==> src/rtl/ftap_pkg.sv <==
`timescale 1ns/1ps
package ftap_pkg;
  localparam int unsigned TRL_BYTES = 32;
  localparam int unsigned TRL_IDX_W = $clog2(TRL_BYTES);
  localparam int unsigned FIELD_W   = 32;
  localparam logic [FIELD_W-1:0] TRL_MAGIC = 32'h4544_5401;

  typedef struct packed {
    logic [FIELD_W-1:0] secs;
    logic [FIELD_W-1:0] ticks;
    logic [FIELD_W-1:0] prev_ticks;
    logic [FIELD_W-1:0] frame;
  } cap_rec_t;

  typedef enum logic {ST_PIX = 1'b0, ST_TRL = 1'b1} emit_st_t;
endpackage

==> src/rtl/ftap_tick_timer.sv <==
`timescale 1ns/1ps
module ftap_tick_timer #(
  parameter int unsigned TICK_W = 32
) (
  input  logic              clk,
  input  logic              rst,
  input  logic              pps,
  output logic [TICK_W-1:0] ticks,
  output logic [TICK_W-1:0] prev_ticks
);
  always_ff @(posedge clk) begin
    if (rst) begin
      ticks      <= '0;
      prev_ticks <= '0;
    end else if (pps) begin
      ticks      <= '0;
      prev_ticks <= ticks + 1'b1;
    end else begin
      ticks      <= ticks + 1'b1;
    end
  end
endmodule

==> src/rtl/ftap_capture_queue.sv <==
`timescale 1ns/1ps
module ftap_capture_queue
  import ftap_pkg::*;
#(
  parameter int unsigned DEPTH = 2
) (
  input  logic     clk,
  input  logic     rst,
  input  logic     push,
  input  cap_rec_t rec_in,
  input  logic     pop,
  output cap_rec_t head,
  output logic     overflow
);
  localparam int unsigned PTR_W = (DEPTH > 1) ? $clog2(DEPTH) : 1;
  localparam int unsigned CNT_W = $clog2(DEPTH + 1);

  cap_rec_t             slots [DEPTH];
  logic [PTR_W-1:0]     wr_ptr, rd_ptr;
  logic [CNT_W-1:0]     fill;
  logic                 full, do_pop, do_push;

  function automatic logic [PTR_W-1:0] ptr_next(input logic [PTR_W-1:0] p);
    return (p == PTR_W'(DEPTH - 1)) ? '0 : p + 1'b1;
  endfunction

  assign full    = (fill == CNT_W'(DEPTH));
  assign do_pop  = pop && (fill != '0);
  assign do_push = push && (!full || do_pop);

  always_ff @(posedge clk) begin
    if (do_push) slots[wr_ptr] <= rec_in;
  end

  always_ff @(posedge clk) begin
    if (rst) begin
      wr_ptr   <= '0;
      rd_ptr   <= '0;
      fill     <= '0;
      overflow <= 1'b0;
    end else begin
      if (do_push) wr_ptr <= ptr_next(wr_ptr);
      if (do_pop)  rd_ptr <= ptr_next(rd_ptr);
      if (do_push && !do_pop)      fill <= fill + CNT_W'(1);
      else if (do_pop && !do_push) fill <= fill - CNT_W'(1);
      if (push && !do_push) overflow <= 1'b1;
    end
  end

  assign head = slots[rd_ptr];
endmodule

==> src/rtl/ftap_trailer_sel.sv <==
`timescale 1ns/1ps
module ftap_trailer_sel
  import ftap_pkg::*;
(
  input  logic [TRL_IDX_W-1:0] idx,
  input  cap_rec_t             rec,
  output logic [7:0]           byte_out
);
  logic [FIELD_W-1:0] word;

  always_comb begin
    case (idx[TRL_IDX_W-1:2])
      3'd0:    word = TRL_MAGIC;
      3'd1:    word = rec.frame;
      3'd2:    word = rec.secs;
      3'd3:    word = rec.ticks;
      3'd4:    word = rec.prev_ticks;
      default: word = '0;
    endcase
    byte_out = word[8*idx[1:0] +: 8];
  end
endmodule

==> src/rtl/frame_trailer_appender.sv <==
`timescale 1ns/1ps
module frame_trailer_appender
  import ftap_pkg::*;
#(
  parameter int unsigned CAP_DEPTH = 2,
  parameter int unsigned TICK_W    = 32
) (
  input  logic        clk,
  input  logic        rst,
  input  logic        cfg_raw,
  input  logic        cfg_slave,
  input  logic        intf_reset,
  input  logic        frame_valid,
  input  logic [31:0] loc_secs_bin,
  input  logic [31:0] loc_secs_bcd,
  input  logic        loc_pps,
  input  logic [31:0] fwd_secs_bin,
  input  logic [31:0] fwd_secs_bcd,
  input  logic        fwd_pps,
  input  logic        in_valid,
  input  logic [7:0]  in_data,
  input  logic        in_last,
  output logic        in_ready,
  output logic        out_valid,
  output logic [7:0]  out_data,
  output logic        out_last,
  input  logic        out_ready,
  output logic        overflow
);
  localparam logic [TRL_IDX_W-1:0] IDX_LAST = TRL_IDX_W'(TRL_BYTES - 1);

  logic               pps_sel;
  logic [31:0]        secs_sel;
  logic [TICK_W-1:0]  tick_now, tick_prev;
  logic               fv_q, fv_rise;
  logic [FIELD_W-1:0] frame_cnt;
  cap_rec_t           cap_new, cap_head;
  emit_st_t           state;
  logic [TRL_IDX_W-1:0] idx;
  logic [7:0]         trl_byte;
  logic               load_ok, slot_pop;

  // time source selection
  assign pps_sel  = cfg_slave ? fwd_pps : loc_pps;
  assign secs_sel = cfg_slave ? (cfg_raw ? fwd_secs_bcd : fwd_secs_bin)
                              : (cfg_raw ? loc_secs_bcd : loc_secs_bin);

  ftap_tick_timer #(.TICK_W(TICK_W)) timer_i (
    .clk(clk), .rst(rst), .pps(pps_sel),
    .ticks(tick_now), .prev_ticks(tick_prev)
  );

  assign fv_rise = frame_valid && !fv_q;

  always_ff @(posedge clk) begin
    if (rst) begin
      fv_q      <= 1'b0;
      frame_cnt <= '0;
    end else begin
      fv_q <= frame_valid;
      if (intf_reset)   frame_cnt <= '0;
      else if (fv_rise) frame_cnt <= frame_cnt + 1'b1;
    end
  end

  always_comb begin
    cap_new.secs       = secs_sel;
    cap_new.ticks      = FIELD_W'(tick_now);
    cap_new.prev_ticks = FIELD_W'(tick_prev);
    cap_new.frame      = frame_cnt;
  end

  assign slot_pop = out_valid && out_ready && out_last;

  ftap_capture_queue #(.DEPTH(CAP_DEPTH)) queue_i (
    .clk(clk), .rst(rst), .push(fv_rise), .rec_in(cap_new),
    .pop(slot_pop), .head(cap_head), .overflow(overflow)
  );

  ftap_trailer_sel sel_i (.idx(idx), .rec(cap_head), .byte_out(trl_byte));

  assign load_ok  = !out_valid || out_ready;
  assign in_ready = (state == ST_PIX) && load_ok;

  always_ff @(posedge clk) begin
    if (rst) begin
      state     <= ST_PIX;
      idx       <= '0;
      out_valid <= 1'b0;
      out_data  <= '0;
      out_last  <= 1'b0;
    end else if (load_ok) begin
      out_valid <= 1'b0;
      out_last  <= 1'b0;
      if (state == ST_PIX) begin
        if (in_valid) begin
          out_valid <= 1'b1;
          out_data  <= in_data;
          if (in_last) begin
            state <= ST_TRL;
            idx   <= '0;
          end
        end
      end else begin
        out_valid <= 1'b1;
        out_data  <= trl_byte;
        out_last  <= (idx == IDX_LAST);
        idx       <= idx + 1'b1;
        if (idx == IDX_LAST) state <= ST_PIX;
      end
    end
  end
endmodule

==> config.mk <==
export PLATFORM = sky130hd
export DESIGN_NAME = frame_trailer_appender
export DESIGN_NICKNAME = d
export VERILOG_FILES = /design/src/rtl/ftap_pkg.sv /design/src/rtl/ftap_tick_timer.sv /design/src/rtl/ftap_capture_queue.sv /design/src/rtl/ftap_trailer_sel.sv /design/src/rtl/frame_trailer_appender.sv
export SDC_FILE = /design/constraint.sdc
export NUM_CORES = 1
export LEC_CHECK = 0
export BUFFER_PORTS_ARGS = -buffer_cell sky130_fd_sc_hd__buf_4
export CAP_MARGIN = 10
export CELL_PAD_IN_SITES_DETAIL_PLACEMENT = 1
export CELL_PAD_IN_SITES_GLOBAL_PLACEMENT = 1
export CORE_ASPECT_RATIO = 0.9
export CORE_MARGIN = 2
export CORE_UTILIZATION = 52
export DETAILED_ROUTE_END_ITERATION = 10
export GPL_ROUTABILITY_DRIVEN = 0
export PLACE_DENSITY_LB_ADDON = 0.15
export SYNTH_ARGS = -nofsm -noshare
export SYNTH_HDL_FRONTEND = slang
export SYNTH_SLANG_ARGS = --single-unit
==> constraint.sdc <==
create_clock -name clk -period 19.4 [get_ports clk]
set_input_delay 0.97 -clock clk [delete_from_list [all_inputs] [get_ports clk]]
set_output_delay 0.97 -clock clk [all_outputs]
set_load 0.1 [all_outputs]
==> impl_metrics.csv <==
group,metric,value,unit
worst_setup_path,critPathBufInv,3,
worst_setup_path,slowest_stage,"buf_4",
route,avgRoutedWirePerCell,25.9,um
route,via_per_inst,6.15,
synthesis,yosys_most_used_dff,"edfxtp_1",
synthesis,ys_types,68,
timing,slew_violations,0,
floorplan,chipWidth,186,um
hold_path,min_path_type,"register to register",
route,vias,10403,
timing,rsz0062_at_grt,"false",
power_and_ir_drop,p_total,1.76,mW
synthesis,syn_nets,1280,
route,wirelength,43800,um
route,remaining_drc_errors,0,
floorplan,rows,59,
route,ant_nets,0,
synthesis,synthSimpleGateAreaFrac,9.50,%
final_layout,final_common_cell,"edfxtp_1",
worst_setup_path,endpoint,"queue_i.slots[0][110]",
final_layout,antennaDiodeCount,0,
final_layout,num-fill-cells,2758,
synthesis,synth_compound_area_share,8.65,%
grt,grt_pass1_wl,66200,um
run_status,status,"completed",
clock_network,cts_resized,0,
floorplan,die_area,31300,um^2
worst_setup_path,crit_top_cell,"buf_4",
clock_network,numCtsBuffers,39,
worst_setup_path,rr_worst_depth,5,
floorplan,io_pins,159,
clock_network,clk_pin_slew,60,ps
synthesis,yosys.area_share.xor_xnor,3.05,%
synthesis,syn_inst,1128,
worst_setup_path,path_cells,"buf_4 -> nor2b_1 -> nor2b_1 -> nor2b_4 -> buf_4 -> buf_4",
clock_network,cts_hold_buf,0,
worst_setup_path,rrSetupSlack,16010,ps
route,drt_iter0_drc,869,
synthesis,synth_top_family_by_area,"multiplexers",
worst_setup_path,arrival,3810,ps
timing,hold_violations,0,
route,firstDrtPassIters,6,
power_and_ir_drop,power_density,96.3,nW/um^2
synthesis,syn_area,15500,um^2
power_and_ir_drop,irDropWorstVdd,0.0771,mV
final_layout,final_cell_mix,"edfxtp_1 (256), buf_4 (170), dfxtp_1 (118), nor2_1 (80), mux2i_1 (63)",
place,io_buffer_count,158,
clock_network,tritoncts,"done",
worst_setup_path,cp-startpoint,"frame_valid",
final_layout,postLayoutCoreUtil,62.5,%
clock_network,htree_levels,2,
worst_setup_path,crit_type,"primary input to register",
place,dpl_cell_area,17000,um^2
final_layout,area_growth,17.5,%
worst_setup_path,reg2reg_to,"queue_i.slots[0][110]",
grt,grt_pass1_vias,10997,
floorplan,fp.dieH,168,um
timing,worst_pin_slew,1290,ps
synthesis,yosys_warnings,0,
worst_setup_path,r2r-start,"fv_q",
synthesis,syn_avg_cell_area,13.8,um^2
synthesis,synth_edf_count,256,
worst_setup_path,crit_path_max_incr_delay,790,ps
final_layout,finalInstanceArea,18200,um^2
worst_setup_path,crit_required,19550,ps
clock_network,cts-root-buf,"clkbuf_16",
floorplan,start_util,53.2,%
clock_network,clk_latency,520,ps
synthesis,yosysSeqAreaShare,64.9,%
timing,clock.fmax,273,MHz
grt,gr-total-overflow,0,
worst_setup_path,crit_cells,6,
final_layout,nNetsFinal,1417,
clock_network,post-cts-setup-buffers,0,
timing,finalSetupViolCount,0,
worst_setup_path,path_max_fanout,72,
grt,grt_start_max_net_pins,73,
final_layout,drive_above_1_share,23.3,%
clock_network,clock_path_buffers,3,
flow_run,cap_violations,0,
grt,grt_usage,28.5,%
grt,antenna_found_initial,0,
synthesis,synth_fa_ha_area_share,0.403,%
timing,maxSlewHeadroom,13.6,%
timing,fin_setup_tns,0,ps
worst_setup_path,cp_top_family,"buffers and inverters",
timing,skew,14.2,ps
timing,fin_crit_sh,18.9,%
synthesis,synth_mux_area_share,11.1,%
synthesis,ys_ff_latch,375,
synthesis,synthArstFlopShare,0,%
place,hpwl,28400,um
floorplan,core_area,29200,um^2
clock_network,cts_num_sinks,375,
worst_setup_path,end_kind,"register",
worst_setup_path,cp-start-kind,"primary input",
timing,min_period,3660,ps
power_and_ir_drop,p_leak,6.12,nW
## worst reg2reg max path, cell delays in order, from the launching register on
cell and delay [ps]:
dfxtp_1 300, nor2b_1 490, nor2b_1 400, nor2b_4 210, buf_4 770, buf_4 840
## cell usage after synthesis, drive strengths merged, types with 4 or more instances
master | n | area [um^2]
a211oi | 7 | 52.6
a21o | 6 | 45.0
a21oi | 33 | 165
a221o | 4 | 40.0
a221oi | 24 | 210
a22oi | 6 | 45.0
and3 | 9 | 56.3
and4 | 6 | 56.3
buf | 24 | 119
clkbuf | 50 | 188
dfxtp | 119 | 2380
edfxtp | 256 | 7690
ha | 5 | 62.6
inv | 18 | 67.6
mux2 | 9 | 101
mux2i | 63 | 631
mux4 | 44 | 991
nand2 | 59 | 221
nand3 | 24 | 120
nand4 | 14 | 124
nor2 | 80 | 300
nor2b | 14 | 87.6
nor3 | 26 | 135
nor4 | 14 | 100
o211ai | 6 | 45.0
o21ai | 54 | 270
o221ai | 10 | 87.6
o22ai | 19 | 119
o311ai | 6 | 52.6
or2 | 5 | 31.3
or3 | 14 | 88.8
or4 | 4 | 30.0
xnor2 | 39 | 342
xor2 | 15 | 131
## kinds of logic after synthesis
logic type	count (synthesis)
DFF	375
and+or+nand+nor	285
AOI/OAI and AO/OA	200
muxes	116
buffers and inverters	93
xor gates and xnor gates	54
adders and majority gates	5
## layer usage
layer / share of wire (%) / global-route usage [%] / vias up
li1: - / - / 4615
met1: 41 / 37.8 / 5316
met2: 50 / 49.3 / 395
met3: 6.5 / 3.87 / 77
met4: 2.5 / 7.81 / 0
met5: 0 / 0 / -
## through the flow
step | setup WS, ps | hold slack (ps) | instances
6_report | 15740 | 447 | 1691
5_1_grt | 15490 | 463 | 1691
4_1_cts | 15750 | 448 | 1691
3_5_place_dp | 15220 | 440 | 1620
3_3_place_gp | 15290 | 431 | 1620
2_1_floorplan | 11570 | 425 | 1128
## sequential cells by signal, indices dropped and copies added, names as in the netlist, named ones only
name	count
timer_i.prev_ticks	32
state	1
out_last	1
out_data	8
fv_q	1
queue_i.rd_ptr	1
frame_cnt	32
queue_i.overflow	1
queue_i.wr_ptr	1
queue_i.slots	256
out_valid	1
idx	5
timer_i.ticks	32
queue_i.fill	2
## power by group
| part | total [mW] | switching, mW | internal (mW) |
|---|---|---|---|
| logic | 0.128 | 0.0800 | 0.0479 |
| registers | 0.912 | 0.0147 | 0.898 |
| clock network | 0.715 | 0.300 | 0.415 |
## final cells by class
class                      count  area, um^2  share of cell area [%]
tap                          396         495                    2.72
timing repair buffer         170        1280                    7.00
clock inverter                16         101                   0.556
clock buffer                  55        1120                    6.14
multi-input combinational    660        5090                    27.9
sequential                   375       10100                    55.3
inverter                      19        71.3                   0.391
## worst min-delay path by stage
stage / to / from / cells past startpoint / slack, ps
after detailed placement: queue_i.slots[1][54] / timer_i.prev_ticks[22] / 0 / 440
after CTS: queue_i.slots[1][52] / timer_i.prev_ticks[20] / 0 / 450
final: queue_i.slots[1][52] / timer_i.prev_ticks[20] / 0 / 450
after floorplan: queue_i.slots[0][32] / timer_i.prev_ticks[0] / 0 / 430
after global routing: queue_i.slots[1][52] / timer_i.prev_ticks[20] / 0 / 460
after global placement: queue_i.slots[0][33] / timer_i.prev_ticks[1] / 0 / 430
No activity file was read; power rests on OpenSTA's default activity.
